**config.mk**
```make
export PLATFORM = sky130hd
export DESIGN_NAME = romtbl_unit
export DESIGN_NICKNAME = d
export VERILOG_FILES = /design/src/rtl/romtbl_pkg.sv /design/src/rtl/romtbl_addr_form.sv /design/src/rtl/romtbl_arb.sv /design/src/rtl/romtbl_seq.sv /design/src/rtl/romtbl_regs.sv /design/src/rtl/romtbl_unit.sv
export SDC_FILE = /design/constraint.sdc
export NUM_CORES = 1
export LEC_CHECK = 0
export BUFFER_PORTS_ARGS = -buffer_cell sky130_fd_sc_hd__buf_2
export CAP_MARGIN = 30
export CELL_PAD_IN_SITES_DETAIL_PLACEMENT = 0
export CELL_PAD_IN_SITES_GLOBAL_PLACEMENT = 1
export CORE_MARGIN = 1.5
export CORE_UTILIZATION = 31
export CTS_CLUSTER_DIAMETER = 100
export DETAILED_ROUTE_END_ITERATION = 6
export HOLD_SLACK_MARGIN = 0.1
export PLACE_DENSITY_LB_ADDON = 0.1
export SETUP_SLACK_MARGIN = 0.2
export SLEW_MARGIN = 25
export SYNTH_ARGS = -nofsm -noshare
export SYNTH_HDL_FRONTEND = slang
export SYNTH_SLANG_ARGS = --single-unit
export TNS_END_PERCENT = 1
```
**constraint.sdc**
```tcl
create_clock -name clk -period 1.9 [get_ports clk]
set_input_delay 0.38 -clock clk [delete_from_list [all_inputs] [get_ports clk]]
set_output_delay 0.38 -clock clk [all_outputs]
set_load 0.01 [all_outputs]
```
**src/rtl/romtbl_pkg.sv**
```systemverilog
package romtbl_pkg;
  typedef enum logic [2:0] {
    SRC_IDLE,
    SRC_FETCH,
    SRC_TBL,
    SRC_HOLD,
    SRC_WAVE
  } src_e;
endpackage

```
**src/rtl/romtbl_addr_form.sv**
```systemverilog
module romtbl_addr_form
  import romtbl_pkg::*;
#(
  parameter int BANK_W = 3,
  parameter int CTR_W  = 13,
  parameter int PTR_W  = 8,
  parameter int WAV_W  = 12,
  parameter int ADDR_W = BANK_W + CTR_W
) (
  input  src_e              src_i,
  input  logic [BANK_W-1:0] bank_i,
  input  logic [CTR_W-1:0]  ctr_i,
  input  logic [PTR_W-1:0]  ptr_i,
  input  logic              last_i,
  input  logic [WAV_W-1:0]  wav_i,
  input  logic [ADDR_W-1:0] hold_i,
  output logic [ADDR_W-1:0] tbl_a_o,
  output logic [ADDR_W-1:0] addr_o
);
  localparam int PAGE_HI_W = CTR_W - PTR_W;
  localparam int WAV_SH    = ADDR_W - WAV_W;

  logic [ADDR_W-1:0] fetch_a, tbl_a, wav_a;

  assign fetch_a = {bank_i, ctr_i};
  assign tbl_a   = {bank_i, (last_i ? {PAGE_HI_W{1'b1}} : ctr_i[CTR_W-1:PTR_W]), ptr_i};
  assign tbl_a_o = tbl_a;

  generate
    if (WAV_SH > 0) begin : g_pad
      assign wav_a = {wav_i, {WAV_SH{1'b0}}};
    end else begin : g_trunc
      assign wav_a = wav_i[WAV_W-1 -: ADDR_W];
    end
  endgenerate

  always_comb begin
    case (src_i)
      SRC_TBL:  addr_o = tbl_a;
      SRC_HOLD: addr_o = hold_i;
      SRC_WAVE: addr_o = wav_a;
      default:  addr_o = fetch_a;
    endcase
  end
endmodule

```
**src/rtl/romtbl_arb.sv**
```systemverilog
module romtbl_arb
  import romtbl_pkg::*;
(
  input  logic clk,
  input  logic rst_n,
  input  logic busy_i,
  input  logic tbl_valid_i,
  input  logic fetch_req_i,
  input  logic wv_valid_i,
  output logic tbl_ready_o,
  output logic fetch_gnt_o,
  output logic wv_ready_o,
  output src_e src_o
);
  logic wait_q;
  logic wave_first;

  assign wave_first  = wv_valid_i && wait_q;
  assign tbl_ready_o = !busy_i && !wave_first;
  assign fetch_gnt_o = fetch_req_i && !busy_i && !wave_first && !tbl_valid_i;
  assign wv_ready_o  = !busy_i && (wait_q || (!tbl_valid_i && !fetch_req_i));

  always_comb begin
    if (busy_i)           src_o = SRC_HOLD;
    else if (wave_first)  src_o = SRC_WAVE;
    else if (tbl_valid_i) src_o = SRC_TBL;
    else if (fetch_req_i) src_o = SRC_FETCH;
    else if (wv_valid_i)  src_o = SRC_WAVE;
    else                  src_o = SRC_IDLE;
  end

  always_ff @(posedge clk) begin
    if (!rst_n) wait_q <= 1'b0;
    else        wait_q <= wv_valid_i && !wv_ready_o;
  end
endmodule

```
**src/rtl/romtbl_seq.sv**
```systemverilog
module romtbl_seq #(
  parameter int ADDR_W = 16,
  parameter int WORD_W = 16,
  parameter int BYTE_W = WORD_W / 2
) (
  input  logic              clk,
  input  logic              rst_n,
  input  logic              take_i,
  input  logic [ADDR_W-1:0] tbl_a_i,
  input  logic [WORD_W-1:0] rom_data_i,
  output logic              busy_o,
  output logic [ADDR_W-1:0] hold_o,
  output logic              lo_valid_o,
  output logic [BYTE_W-1:0] lo_byte_o,
  output logic [BYTE_W-1:0] hi_o
);
  logic busy_q;

  always_ff @(posedge clk) begin
    if (!rst_n) begin
      busy_q <= 1'b0;
      hold_o <= '0;
      hi_o   <= '0;
    end else begin
      busy_q <= take_i;
      if (take_i) hold_o <= tbl_a_i;
      if (busy_q) hi_o   <= rom_data_i[WORD_W-1:BYTE_W];
    end
  end

  assign busy_o     = busy_q;
  assign lo_valid_o = busy_q;
  assign lo_byte_o  = rom_data_i[BYTE_W-1:0];
endmodule

```
**src/rtl/romtbl_regs.sv**
```systemverilog
module romtbl_regs #(
  parameter int            RA_W     = 8,
  parameter int            DAT_W    = 8,
  parameter logic [RA_W-1:0] PTR_ADDR = 8'h07,
  parameter logic [RA_W-1:0] HI_ADDR  = 8'h08
) (
  input  logic             clk,
  input  logic             rst_n,
  input  logic             wr_i,
  input  logic [RA_W-1:0]  addr_i,
  input  logic [DAT_W-1:0] wdata_i,
  input  logic [DAT_W-1:0] hi_i,
  output logic [DAT_W-1:0] ptr_o,
  output logic [DAT_W-1:0] rdata_o
);
  always_ff @(posedge clk) begin
    if (!rst_n)                          ptr_o <= '0;
    else if (wr_i && addr_i == PTR_ADDR) ptr_o <= wdata_i;
  end

  always_comb begin
    if (addr_i == PTR_ADDR)     rdata_o = ptr_o;
    else if (addr_i == HI_ADDR) rdata_o = hi_i;
    else                        rdata_o = '0;
  end
endmodule

```
**src/rtl/romtbl_unit.sv**
```systemverilog
module romtbl_unit
  import romtbl_pkg::*;
#(
  parameter int BANK_W = 3,
  parameter int CTR_W  = 13,
  parameter int WAV_W  = 12,
  parameter int WORD_W = 16,
  parameter int RA_W   = 8
) (
  input  logic                  clk,
  input  logic                  rst_n,
  input  logic [BANK_W-1:0]     bank_i,
  input  logic [CTR_W-1:0]      ctr_i,
  input  logic                  fetch_req_i,
  output logic                  fetch_gnt_o,
  output logic                  fetch_rvalid_o,
  input  logic                  tbl_valid_i,
  input  logic                  tbl_last_i,
  output logic                  tbl_ready_o,
  output logic                  lo_valid_o,
  output logic [WORD_W/2-1:0]   lo_byte_o,
  input  logic                  wv_valid_i,
  input  logic [WAV_W-1:0]      wv_start_i,
  output logic                  wv_ready_o,
  output logic                  wv_rvalid_o,
  output logic [BANK_W+CTR_W-1:0] rom_addr_o,
  input  logic [WORD_W-1:0]     rom_data_i,
  input  logic                  reg_wr_i,
  input  logic [RA_W-1:0]       reg_addr_i,
  input  logic [WORD_W/2-1:0]   reg_wdata_i,
  output logic [WORD_W/2-1:0]   reg_rdata_o
);
  localparam int ADDR_W = BANK_W + CTR_W;
  localparam int BYTE_W = WORD_W / 2;

  src_e              src;
  logic              busy, take;
  logic [BYTE_W-1:0] ptr, hi_byte;
  logic [ADDR_W-1:0] tbl_a, hold_a;

  assign take = tbl_valid_i && tbl_ready_o;

  romtbl_arb u_arb (
    .clk(clk), .rst_n(rst_n), .busy_i(busy),
    .tbl_valid_i(tbl_valid_i), .fetch_req_i(fetch_req_i), .wv_valid_i(wv_valid_i),
    .tbl_ready_o(tbl_ready_o), .fetch_gnt_o(fetch_gnt_o), .wv_ready_o(wv_ready_o),
    .src_o(src)
  );

  romtbl_addr_form #(.BANK_W(BANK_W), .CTR_W(CTR_W), .PTR_W(BYTE_W),
                     .WAV_W(WAV_W), .ADDR_W(ADDR_W)) u_form (
    .src_i(src), .bank_i(bank_i), .ctr_i(ctr_i), .ptr_i(ptr),
    .last_i(tbl_last_i), .wav_i(wv_start_i), .hold_i(hold_a),
    .tbl_a_o(tbl_a), .addr_o(rom_addr_o)
  );

  romtbl_seq #(.ADDR_W(ADDR_W), .WORD_W(WORD_W), .BYTE_W(BYTE_W)) u_seq (
    .clk(clk), .rst_n(rst_n), .take_i(take), .tbl_a_i(tbl_a),
    .rom_data_i(rom_data_i), .busy_o(busy), .hold_o(hold_a),
    .lo_valid_o(lo_valid_o), .lo_byte_o(lo_byte_o), .hi_o(hi_byte)
  );

  romtbl_regs #(.RA_W(RA_W), .DAT_W(BYTE_W)) u_regs (
    .clk(clk), .rst_n(rst_n), .wr_i(reg_wr_i), .addr_i(reg_addr_i),
    .wdata_i(reg_wdata_i), .hi_i(hi_byte), .ptr_o(ptr), .rdata_o(reg_rdata_o)
  );

  always_ff @(posedge clk) begin
    if (!rst_n) begin
      fetch_rvalid_o <= 1'b0;
      wv_rvalid_o    <= 1'b0;
    end else begin
      fetch_rvalid_o <= fetch_gnt_o;
      wv_rvalid_o    <= wv_valid_i && wv_ready_o;
    end
  end
endmodule

```
# After elaboration in Yosys (flattened, before gate mapping)

Index checks and enable logic that the tools add are counted.
W data, S select, Z words.

Equality and inequality tests: 5
Multiplexer cells: 9
Reduce and logical (&&, ||, !) cells: 17

Operators by type and width:

| operator             | number |
|---|---|
| $pmux W16 S3         | 1 |
| $mux W8              | 2 |
| $mux W3              | 5 |
| $logic_and A1 B1 Y1  | 11 |
| $eq A8 B3 Y1 const B | 1 |
| $eq A8 B4 Y1 const B | 1 |
| $eq A3 B2 Y1 const B | 2 |
| $logic_not A1 Y1     | 5 |
| $mux W5              | 1 |
| $eq A3 B3 Y1 const B | 1 |
| $logic_or A1 B1 Y1   | 1 |

Flip-flop bits (word level): 36
Input bits: 67
Output and inout port bits: 38
Word-level logic and storage cells: 38

# Logic depth before layout (Yosys ltp)

Depth after elaboration: 7
Depth in mapped cells: 6
Depth with buffers taken out: 4

# Hierarchy

From an unflattened synthesis, not the netlist that was laid out.

Cell total of the unflattened synthesis: 277
Area, all modules: 2389.8 sq um

By module, submodules not included:

| module           | times used | cells an instance | area each (sq um) | sequential area each (sq um) |
|---|---|---|---|---|
| romtbl_seq       | 1          | 88                | 1012.2            | 500.5 |
| romtbl_addr_form | 1          | 115               | 743.2             | 0.0 |
| romtbl_regs      | 1          | 58                | 483.0             | 160.2 |
| romtbl_arb       | 1          | 11                | 92.6              | 20.0 |
| romtbl_unit      | 1          | 5                 | 58.8              | 40.0 |

# Worst setup path after synthesis

OpenSTA, ideal clock, no wires.

Path kind: input -> output
Start point: input port tbl_valid_i
End point: output port rom_addr_o[0]
Arrival time: 1.406 ns
Required time: 1.520 ns
Slack: 0.114 ns
Stages on the path: 5
Buffers on the path: 2
Path through: buf_2 > or2_0 > a21o_1 > buf_2 > o211ai_1

Cells in the longest elaborated chain, start to end: 5
Elaborated cells between the ends (all ways): 7
Classes of those cells: 3 x eq/ne; 4 x mux

RTL lines:

| element                                      | RTL line               | RTL |
|---|---|---|
| from (decl)                                  | romtbl_unit.sv:17      | `input logic tbl_valid_i,` |
| $mux W3 (*)                                  | romtbl_arb.sv:26       | `else if (tbl_valid_i) src_o = SRC_TBL;` |
| $mux W3 (*)                                  | romtbl_arb.sv:25       | `else if (wave_first) src_o = SRC_WAVE;` |
| $mux W3 (*)                                  | romtbl_arb.sv:24       | `if (busy_i) src_o = SRC_HOLD;` |
| $eq A3 B3 Y1 or $eq A3 B2 Y1 (tied branches) | romtbl_addr_form.sv:38 | `case (src_i)` |
| $pmux W16 S3 (*)                             | romtbl_addr_form.sv:38 |  |
| to (decl)                                    | romtbl_unit.sv:26      | `output logic [BANK_W+CTR_W-1:0] rom_addr_o,` |

Mark *: on every way between the ends. The rest lies on a longest branch, timed or not.

# Worst setup path after layout

Start point: register u_seq.busy_q (netlist: u_seq.busy_o)
End point: output port rom_addr_o[4]

Cells in the longest elaborated chain, start to end: 3
Elaborated cells between the ends (all ways): 5
Classes of those cells: 3 x eq/ne; 2 x mux

RTL lines:

| element                                      | RTL line               | RTL |
|---|---|---|
| from (decl)                                  | romtbl_seq.sv:17       | `logic busy_q;` |
| from (signal assigned)                       | romtbl_seq.sv:25       | `busy_q <= take_i;` |
| $mux W3 (*)                                  | romtbl_arb.sv:24       |  |
| $eq A3 B3 Y1 or $eq A3 B2 Y1 (tied branches) | romtbl_addr_form.sv:38 |  |
| $pmux W16 S3 (*)                             | romtbl_addr_form.sv:38 |  |

Marks and branches as above.

==> metrics.md <==
| Metric | Value |
|---|---|
| Dpl ws | `42.96 ps` |
| Hold WC Path Type | `primary input to flip-flop` |
| Ys flop type | `dfxtp_1` |
| Met2 Use GR | `30.16%` |
| Slew headroom | `75.21%` |
| GR peak layer | `met2` |
| CP Class | `flip-flop to primary output` |
| Status | `finished with violations` |
| Root Driver | `clkbuf_8` |
| Grt ovf | `0` |
| RR Endpoint | `u_seq.hold_o[9]` |
| Rows | `28` |
| Largest net degree at the start of global routing | `34` |
| Die area | `0.006828 mm^2` |
| TritonCTS clock tree | `built` |
| WL final | `6232 um` |
| Ys Warns | `0` |
| Leakage | `1.176 nW` |
| Final period utilization | `101.8%` |
| Core Area | `0.006026 mm^2` |
| Post-Syn Nets | `306` |
| Slew Limit Fails | `0` |
| Worst Setup SP | `u_seq.busy_o` |
| DRT antenna net count | `0` |
| Crit-path max cell delay | `380 ps` |
| FF-to-FF setup slack | `roughly 600 ps` |
| Worst Skew | `2.687 ps` |
| Routability Congestion | `approximately 0.8` |
| Layout area overhead | `43.09%` |
| CTS buffer count | `5` |
| Nets | `395` |
| Unrepaired setup endpoints after global routing | `true` |
| Io pins | `between 100 and 150` |
| Vias in the first global route | `2,006` |
| Buffers and inverters on the worst path | `2` |
| Total power | `1.797 mW` |
| Total number of vias | `approximately 2,200` |
| Filler cells | `632` |
| Hold path endpoint | `u_seq.hi_o[0]` |
| WP data arrival | `1550 ps` |
| First-pass GRT wire length | `9646 um` |
| Fin cells | `slightly above 400` |
| Worst Min Path Start | `rom_data_i[8]` |
| Clock-pin slew of the registers on the worst-case setup and hold paths | `70 ps` |
| Starting Density | `about a third` |
| Critical path data required time | `1520 ps` |
| Detailed Place HPWL | `4521 um` |
| Crit path max fanout | `6` |
| Share of flip-flops with an asynchronous set or reset | `0%` |
| Initial antenna violation count | `0` |
| Vias per cell | `5.344` |
| Worst hold stages | `3` |
| Setup ws final | `-34.43 ps` |
| Drt initial violations | `just over 100` |
| Die width | `82.63 um` |
| Max_cap viols | `0` |
| GRT Total Usage | `a little under a fifth` |
| Count of flip-flops with a built-in enable after synthesis | `0` |
| Drt drc | `0` |
| Worst-Margin Slew | `371.8 ps` |
| Cell Pwr Density | `638.8 mW/mm^2` |
| WL/cell | `~15 um` |
| Peak supply drop | `261.7 uV` |
| ANT cells | `0` |
| H-tree levels | `2` |
| Synth Cell Area | `0.001966 mm^2` |
| Register bit total from synthesis | `36` |
| Post-cts hold buffer count | `0` |
| Cells after DPL | `395` |
| Area contributors post-synth | `dfxtp_1, a21oi_1, nor2_1, mux2i_1, a32oi_1` |
| Global Route met3 Usage | `3.736%` |
| TNS Setup | `-59.65 ps` |
| Syn Inst Count | `239` |
| Fin area | `0.002813 mm^2` |
| Final min period | `roughly 1900 ps` |
| Startpoint types | `flip-flop` |
| Failing checks | `setup timing` |
| Worst skew pair latency | `~280 ps` |
| Worst-path cell chain | `or2_4, buf_4, a211oi_1, a31oi_2, buf_2` |
| Port bufs | `88` |
| Worst R2R Path Depth | `4` |
| Top cell type's share of synthesized area | `36.66%` |
| Cell variety after synth | `37` |
| Met1 GRT Util | `between 20% and 30%` |
| Detailed Routing Iterations Pass 1 | `4` |
| Fin Hold WS | `332.3 ps` |
| Mean post-synth cell area | `around 8.2 um^2` |
| Post-synthesis sequential area ratio | `36.66%` |
| Delay-heaviest family, CP | `flip-flops` |
| Synth area leader | `dfxtp_1` |
| Achievable Freq | `0.5169 GHz` |
| Number of setup violations in the final report | `4` |
| Critical path's slowest cell | `dfxtp_4` |
| Ratio of cells with drive above 1 in the final layout | `44.38%` |
| CTS max path bufs | `2` |
| CP endpoint kind | `primary output` |
| Die height | `82.63 um` |
| Clock sinks | `36` |
| RR Startpoint | `u_seq.busy_o` |
| Area after DPL | `0.002524 mm^2` |
| Final Hold Fails | `0` |
| Share of the core filled with cells | `46.68%` |
-- routing by layer --
metal	up-vias	routed length [um]
met5	-	0
met4	0	29
met3	2	451
met2	75	2877
met1	1004	2873
li1	1078	-
-- synthesized netlist by cell type (4+ instances only) --
cell / n
nand3_1: 11
nor2_1: 23
nand4_1: 8
inv_1: 7
o211ai_1: 4
dfxtp_1: 36
nand2_1: 5
buf_4: 8
a211oi_1: 9
o31ai_1: 8
buf_2: 5
mux2i_1: 8
clkbuf_1: 12
a2bb2oi_1: 5
a21oi_1: 25
and3_1: 5
o21ai_0: 11
a32oi_1: 9
a22oi_1: 8
a31oi_1: 4
a211o_1: 5
-- kinds of logic after synthesis --
logic type,count (synthesis),share of synthesized area (%)
compound gates,94,32.65
simple gates,63,16.74
flops,36,36.66
mux,8,4.074
buf+inv,38,9.866
-- layout make-up --
class                      count  area, um^2  share of cell area [%]
clock buffer                   8       90.09                   3.203
inverter                       8       35.03                   1.246
multi-input combinational    165        1176                   41.81
sequential                    36       725.7                   25.80
tap                           75       93.84                   3.336
timing repair buffer         112       691.9                   24.60
-- cell usage in the layout, fill, tap and decap left out, types with 3 or more instances in the layout --
cell / netlist / routed
a32oi_1: 9 / 9
a221o_1: 3 / 3
o31ai_1: 8 / 8
buf_2: 5 / 82
buf_6: 2 / 13
inv_1: 7 / 7
nand3_1: 11 / 11
o211ai_1: 4 / 4
nor2_1: 23 / 15
clkbuf_8: 0 / 6
a211oi_1: 9 / 7
mux2i_1: 8 / 8
nor2_2: 0 / 7
a21oi_1: 25 / 24
a2bb2oi_1: 5 / 5
nand2_1: 5 / 5
a31oi_2: 0 / 3
dfxtp_1: 36 / 34
o21ai_0: 11 / 11
nand4_1: 8 / 8
a211o_1: 5 / 5
a22oi_1: 8 / 8
buf_4: 8 / 16
and3_4: 0 / 4
-- worst min-delay path: stages --
cell and delay [ps]:
buf_2 80, mux2i_1 60, nor2_1 70
-- worst max-delay path by stage --
stage                                 to  slack, ps  cells after the start
after floorplan            rom_addr_o[0]        180                      5
after global placement     rom_addr_o[0]         80                      6
after detailed placement  rom_addr_o[14]         40                      6
after CTS                  rom_addr_o[4]        -20                      5
after global routing       rom_addr_o[4]        -90                      5
final                      rom_addr_o[4]        -30                      5
-- sequential cells by signal, indices dropped and copies added (netlist names) --
signal,cells
u_arb.wait_q,1
u_seq.busy_o,1
fetch_rvalid_o,1
u_seq.hi_o,8
wv_rvalid_o,1
u_seq.hold_o,16
u_regs.ptr_o,8
-- power by group --
part,total [mW],switching (mW),leakage (nW),internal (mW)
sequential,0.796,0.0154,0.294,0.781
combinational,0.439,0.225,0.837,0.214
clock,0.561,0.266,0.0455,0.296
total,1.80,0.506,1.18,1.29
-- repair_timing --
action                                  4_1_cts  5_1_grt
gates resized for setup                      22       21
endpoints found under the setup margin       26       26
buffers inserted                              1        0
pin swaps                                    14       11
Note: power is estimated with default switching activity, not from simulation.
